## src/rtl/gpio_irq_pkg.sv

```systemverilog
package gpio_irq_pkg;

    typedef enum logic [1:0] {
        WR_TRIG   = 2'd0,
        WR_ENABLE = 2'd1,
        WR_CLEAR  = 2'd2
    } wr_sel_e;

    typedef struct packed {
        logic both;
        logic edge_mode;
        logic pol;
    } trig_t;

    // Event for one pin given its trigger setting, level now and level one cycle earlier.
    function automatic logic pin_hit(trig_t t, logic cur, logic prev);
        logic rise, fall;
        rise = cur & ~prev;
        fall = ~cur & prev;
        if (t.edge_mode) begin
            if (t.both) pin_hit = rise | fall;
            else        pin_hit = t.pol ? rise : fall;
        end else begin
            pin_hit = ~(t.pol ^ cur);
        end
    endfunction

endpackage

```

## src/rtl/gpio_irq_pin_det.sv

```systemverilog
module gpio_irq_pin_det
    import gpio_irq_pkg::*;
(
    input  logic  clk,
    input  logic  rst,
    input  logic  pin,
    input  trig_t trig,
    input  logic  clr,
    output logic  sta
);

    logic prev_q;
    logic sta_q;
    logic hit;

    assign hit = pin_hit(trig, pin, prev_q);

    always_ff @(posedge clk) begin
        prev_q <= pin;
        if (rst) begin
            sta_q <= 1'b0;
        end else begin
            // a new event takes priority over a clear in the same cycle
            sta_q <= hit | (sta_q & ~clr);
        end
    end

    assign sta = sta_q;

endmodule

```

## src/rtl/gpio_irq_port.sv

```systemverilog
module gpio_irq_port
    import gpio_irq_pkg::*;
#(
    parameter  int PINS = 8,
    localparam int TW   = 3 * PINS
) (
    input  logic            clk,
    input  logic            rst,
    input  logic [PINS-1:0] pins,
    input  logic            trig_we,
    input  logic            enb_we,
    input  logic            clr_we,
    input  logic [TW-1:0]   wdata,
    output logic [PINS-1:0] sta,
    output logic [PINS-1:0] enb,
    output logic [PINS-1:0] pol,
    output logic [PINS-1:0] edg,
    output logic [PINS-1:0] both,
    output logic            pend
);

    logic [TW-1:0]   trig_q;
    logic [PINS-1:0] enb_q;
    logic [PINS-1:0] clr_vec;

    always_ff @(posedge clk) begin
        if (rst) begin
            trig_q <= '0;
            enb_q  <= '0;
        end else begin
            if (trig_we) trig_q <= wdata;
            if (enb_we)  enb_q  <= wdata[PINS-1:0];
        end
    end

    assign clr_vec = clr_we ? wdata[PINS-1:0] : '0;

    assign pol  = trig_q[PINS-1:0];
    assign edg  = trig_q[2*PINS-1:PINS];
    assign both = trig_q[3*PINS-1:2*PINS];

    for (genvar gi = 0; gi < PINS; gi++) begin : g_pin
        trig_t t;
        assign t = '{both: both[gi], edge_mode: edg[gi], pol: pol[gi]};
        gpio_irq_pin_det u_det (
            .clk  (clk),
            .rst  (rst),
            .pin  (pins[gi]),
            .trig (t),
            .clr  (clr_vec[gi]),
            .sta  (sta[gi])
        );
    end

    assign enb  = enb_q;
    assign pend = |(sta & enb_q);

endmodule

```

## src/rtl/gpio_irq_bank.sv

```systemverilog
module gpio_irq_bank
    import gpio_irq_pkg::*;
#(
    parameter  int PORTS = 4,
    parameter  int PINS  = 8,
    localparam int PW    = (PORTS > 1) ? $clog2(PORTS) : 1,
    localparam int NPIN  = PORTS * PINS,
    localparam int TW    = 3 * PINS
) (
    input  logic            clk,
    input  logic            rst,
    input  logic [NPIN-1:0] pin_in,
    input  logic            wr_en,
    input  logic [1:0]      wr_sel,
    input  logic [PW-1:0]   wr_port,
    input  logic [TW-1:0]   wr_data,
    input  logic [PW-1:0]   rd_port,
    output logic [PINS-1:0] rd_status,
    output logic            irq
);

    wr_sel_e sel;
    assign sel = wr_sel_e'(wr_sel);

    logic [NPIN-1:0]  sta_all;
    logic [NPIN-1:0]  enb_all;
    logic [NPIN-1:0]  pol_all;
    logic [NPIN-1:0]  edg_all;
    logic [NPIN-1:0]  both_all;
    logic [PORTS-1:0] pend;

    for (genvar gp = 0; gp < PORTS; gp++) begin : g_port
        logic hit;
        assign hit = wr_en && (wr_port == PW'(gp));
        gpio_irq_port #(.PINS(PINS)) u_port (
            .clk     (clk),
            .rst     (rst),
            .pins    (pin_in[gp*PINS +: PINS]),
            .trig_we (hit && (sel == WR_TRIG)),
            .enb_we  (hit && (sel == WR_ENABLE)),
            .clr_we  (hit && (sel == WR_CLEAR)),
            .wdata   (wr_data),
            .sta     (sta_all[gp*PINS +: PINS]),
            .enb     (enb_all[gp*PINS +: PINS]),
            .pol     (pol_all[gp*PINS +: PINS]),
            .edg     (edg_all[gp*PINS +: PINS]),
            .both    (both_all[gp*PINS +: PINS]),
            .pend    (pend[gp])
        );
    end

    assign irq       = |pend;
    assign rd_status = sta_all[rd_port*PINS +: PINS];

endmodule

```

## config.mk

```make
export PLATFORM = sky130hd
export DESIGN_NAME = gpio_irq_bank
export DESIGN_NICKNAME = d
export VERILOG_FILES = /design/src/rtl/gpio_irq_pkg.sv /design/src/rtl/gpio_irq_pin_det.sv /design/src/rtl/gpio_irq_port.sv /design/src/rtl/gpio_irq_bank.sv
export SDC_FILE = /design/constraint.sdc
export NUM_CORES = 1
export LEC_CHECK = 0
export BUFFER_PORTS_ARGS = -buffer_cell sky130_fd_sc_hd__buf_4
export CORE_MARGIN = 2
export CORE_UTILIZATION = 55
export CTS_BUF_LIST = sky130_fd_sc_hd__clkbuf_8
export DETAILED_ROUTE_END_ITERATION = 16
export PLACE_DENSITY_LB_ADDON = 0.05
export SYNTH_ARGS = -nofsm -noshare
export SYNTH_HDL_FRONTEND = slang
export SYNTH_SLANG_ARGS = --single-unit
```

## constraint.sdc

```tcl
create_clock -name clk -period 2.3 [get_ports clk]
set_input_delay 0.115 -clock clk [delete_from_list [all_inputs] [get_ports clk]]
set_output_delay 0.115 -clock clk [all_outputs]
set_load 0.005 [all_outputs]
```

# Word-level counts from Yosys, hierarchy flattened
# Cells that the tools add are included.
# Widths: inputs -> output; s select.
# op_classes
n_eq_ne	5
shift	1
mux	100
bitwise	324
n_reduce_logical	19
# op_table
cell	n
$not 1->1	128
$and 1x1->1	96
$mux 1	96
$or 1x1->1	64
$and 8x8->8	4
$mux 8	4
$reduce_or 32->1	1
$shiftx 32x6->8	1
$xor 1x1->1	32
$logic_and 1x1->1	16
$eq 2x2->1 const B	3
$eq 2x1->1 const B	2
$logic_not 2->1	2
# totals
reg_bits	192
wordCells	521

# Depth between registers and ports, before layout
# logic_depth
ltp_word	7
depth_mapped	6

# Modules after synthesis
# From an unflattened synthesis, not the netlist that was laid out.
# unflattened
hier_cells	941
hier_area_um2	9286.4
# by_module_without_submodules
mod	instances	cells_per_inst	area_per_inst_um2	seq_area_each_um2
gpio_irq_port	4	116	1247.4	640.6
gpio_irq_pin_det	32	14	125.1	40.0
gpio_irq_bank	1	29	292.8	0.0

# Worst setup path after synthesis
# Ideal clock, no wire load.
# synth_path
kind	register to output
start	reg g_port[0].u_port.g_pin[2].u_det.sta_q
end	out irq
arrival_time_ns	1.088
required_time_ns	2.185
slack_ns	1.097
path_stages_with_launch	4
path_cell_list	dfxtp_1 a22oi_1 nand4_1 or4_1
# synth_via
elab_chain_len	2
# synth_lines
element	line	rtl
start: declaration	gpio_irq_pin_det.sv:13	logic sta_q;
start signal: assignment	gpio_irq_pin_det.sv:24	sta_q <= hit | (sta_q & ~clr);
$and 8x8->8	gpio_irq_port.sv:56	assign pend = |(sta & enb_q);
$reduce_or 32->1	gpio_irq_bank.sv:52	assign irq = |pend;
end: declaration	gpio_irq_bank.sv:19	output logic irq
# No other way between the ends.

# Worst setup path after layout
# Ends and elaborated chain as after synthesis.

==> results.yml <==
die:
  start_util_pct: 56.2
  fp.dieW_um: 134
  die_area_um2: 17900
  die_y_um: 134
  coreArea_um2: 16500
  rows: 47
  ios: 74
yosys:
  synth_most_common_cell: "dfxtp_1"
  ys_seq_elements: 192
  synth.avg_cell_area_um2: 8.71
  ys_top_cells_by_area: "dfxtp_1, ha_1, nand3_1"
  synth_warnings: 0
  synth-seq-area-share_pct: 41.4
  yosys_most_used_dff: "dfxtp_1"
  synth_area_um2: 9280
  syn_nets: 1195
  synth_cell_type_count: 31
  syn_inst: 1066
  async_reset_ff_share_pct: 0
  synth_top_area_share_pct: 41.4
  synth-edff-count: 0
  synth_common_cells: "dfxtp_1, nand3_1, a21oi_1, o21ai_0"
  yosys.area.top_type: "dfxtp_1"
power_and_ir_drop:
  total_power_mw: 6.48
  p_leak_nw: 4.13
  vdd_drop_max_v: 0.000573
  power.density_nw_per_um2: 598
grt:
  grt_pass1_vias: 7725
  overflow: 0
  grt_first_pass_wirelength_um: 42200
  grt_max_degree: 55
  grt_antenna_before_repair: 0
  grtUsageTotal_pct: 30.4
placement:
  routabilityCongestion: 0.833
  placedInstanceArea_um2: 9930
  preCtsSetupSlack_ns: 0.579
  hpwlAfterDp_um: 17300
  port_buffers: 73
setup_path:
  crit_required_ns: 2.18
  cp.arrival_ns: 1.96
  start_kind: "flip-flop"
  critical_path_class: "flip-flop to output port"
  r2r_cells: 5
  reg2reg_slack_ns: 1.05
  cp_max_fo: 3
  worstSetupEndpointType: "output port"
timing:
  final_max_slew_viol_count: 0
  finalSetupViolCount: 0
  fin_ws_ns: 0.223
  period_minus_slack_ns: 2.08
  skew_ns: 0.0112
  timing.final.crit_share_pct: 90.3
  rsz0062_at_grt: "false"
  slew_headroom_pct: 47.4
  timing.fmax_mhz: 482
  final-hold-violation-count: 0
  worstMarginPinSlew_ns: 0.786
  finalSetupTns_ns: 0
finish:
  num-nets-final: 1277
  drive_gt1_share_pct: 14.6
  antennaDiodeCount: 0
  fillers: 1407
  area_growth_pct: 16.8
  design_area_um2: 10800
  regArea_um2: 3840
  multi_input_area_um2: 4780
clock_tree:
  cts_setup_buffers: 0
  ctsLongestPathBuffers: 2
  cts_resized: 0
  htree_levels: 4
  cts.clk_slew.worst_paths_ns: 0.09
  cts_tree: "yes"
  cts_hold_buf: 55
  cts-buffers-inserted: 17
  clkLatencyLatePin_ns: 0.47
  root_buffer: "clkbuf_8"
  cts.sinks: 192
route:
  post_drt_via_cell_ratio: 5.91
  vias: 8149
  drtIter0Drc: 805
  drc: 0
  dr.pass1.iters: 7
  drt-total-wl_um: 26800
  drtAntennaViolNets: 0
  routedWlPerCell_um: 19.4
min_path:
  holdPathStages: 4
  hp-class: "input pin to flip-flop"
outcome:
  status: "finished clean"
flow_run:
  drv_cap: 0
[metal layers]
layer / GRT usage (%) / vias up / wire (µm)
li1: - / 3924 / -
met4: 7.45 / 0 / 342
met3: 5.10 / 29 / 2080
met5: 0 / - / 0
met2: 48.7 / 288 / 12500
met1: 43.0 / 3908 / 11900
[area by class of cell]
cell class | count | area share, %
clock buffers | 21 | 2.67
repair buffers | 152 | 12.4
flip-flops and latches | 192 | 35.4
multi-input cells | 721 | 44.1
inverters | 64 | 2.22
well taps | 220 | 2.54
clock inverters | 9 | 0.623
[cell families (layout without fill, tap and decap cells)]
group / count (synthesis) / after routing / share of synthesized area (%)
AO/OA/AOI/OAI: 368 / 368 / 21.6
XOR/XNOR: 32 / 32 / 3.02
adder cells (fa/ha/maj): 64 / 64 / 8.63
buffers and inverters: 153 / 246 / 7.14
flip-flops: 192 / 192 / 41.4
multiplexers: 40 / 40 / 5.82
AND/OR/NAND/NOR: 217 / 217 / 12.4
[layout by cell type (no fill, tap or decap)]
cell type / count
nand4_1: 4
nand2_1: 32
a31oi_1: 32
a21oi_1: 128
o21ai_1: 44
mux4_2: 8
dfxtp_1: 192
ha_1: 64
dlygate4sd3_1: 56
buf_4: 91
clkbuf_8: 21
or2_2: 1
a22oi_1: 16
xnor2_1: 32
or4_1: 1
nor2_4: 1
nand3b_1: 10
buf_12: 5
or3b_4: 1
o211ai_1: 32
and3_1: 1
and3b_1: 2
nor2b_2: 1
nand3_1: 129
o21ai_0: 116
inv_1: 66
bufinv_16: 1
nand2b_1: 33
mux2_2: 32
clkinv_2: 6
nor3b_4: 1
[flip-flops by register name, summed over array words and instances (netlist names)]
name	flops
g_port.u_port.g_pin.u_det.sta	32
g_port.u_port.trig_q	96
g_port.u_port.enb	32
g_port.u_port.g_pin.u_det.prev_q	32
[report_power, final]
| part | switching, mW | leakage (nW) | internal, mW |
|---|---|---|---|
| clock network | 1.15 | 0.199 | 0.942 |
| registers | 0.0886 | 1.57 | 3.43 |
| logic | 0.501 | 2.36 | 0.381 |
| total | 1.74 | 4.13 | 4.75 |
[through the flow]
| step | cells | hold slack (ns) | utilization [%] |
|---|---|---|---|
| after floorplan | 1066 | 0.143 | - |
| after detailed placement | 1293 | 0.255 | 60.1 |
| after CTS | 1378 | 0.00967 | 65.6 |
| final | 1379 | 0.160 | 65.6 |
| after global routing | 1379 | 0.159 | 65.6 |
| after global placement | 1293 | 0.254 | 60.1 |
[worst paths after layout]
check | to | start
worst min register to register | g_port[2].u_port.enb[5] | g_port[2].u_port.enb[5]
worst max register to register | g_port[0].u_port.g_pin[4].u_det.sta | g_port[0].u_port.g_pin[4].u_det.prev_q
worst max-delay path | irq | g_port[0].u_port.g_pin[2].u_det.sta
worst min-delay path | g_port[1].u_port.trig_q[10] | wr_sel[0]
[worst max-delay path: stages, from the launching register on]
cell	delay (ns)
dfxtp_1	0.34
a22oi_1	0.28
nand4_1	0.12
or4_1	0.58
buf_4	0.17
No activity file was read; power rests on OpenSTA's default activity.
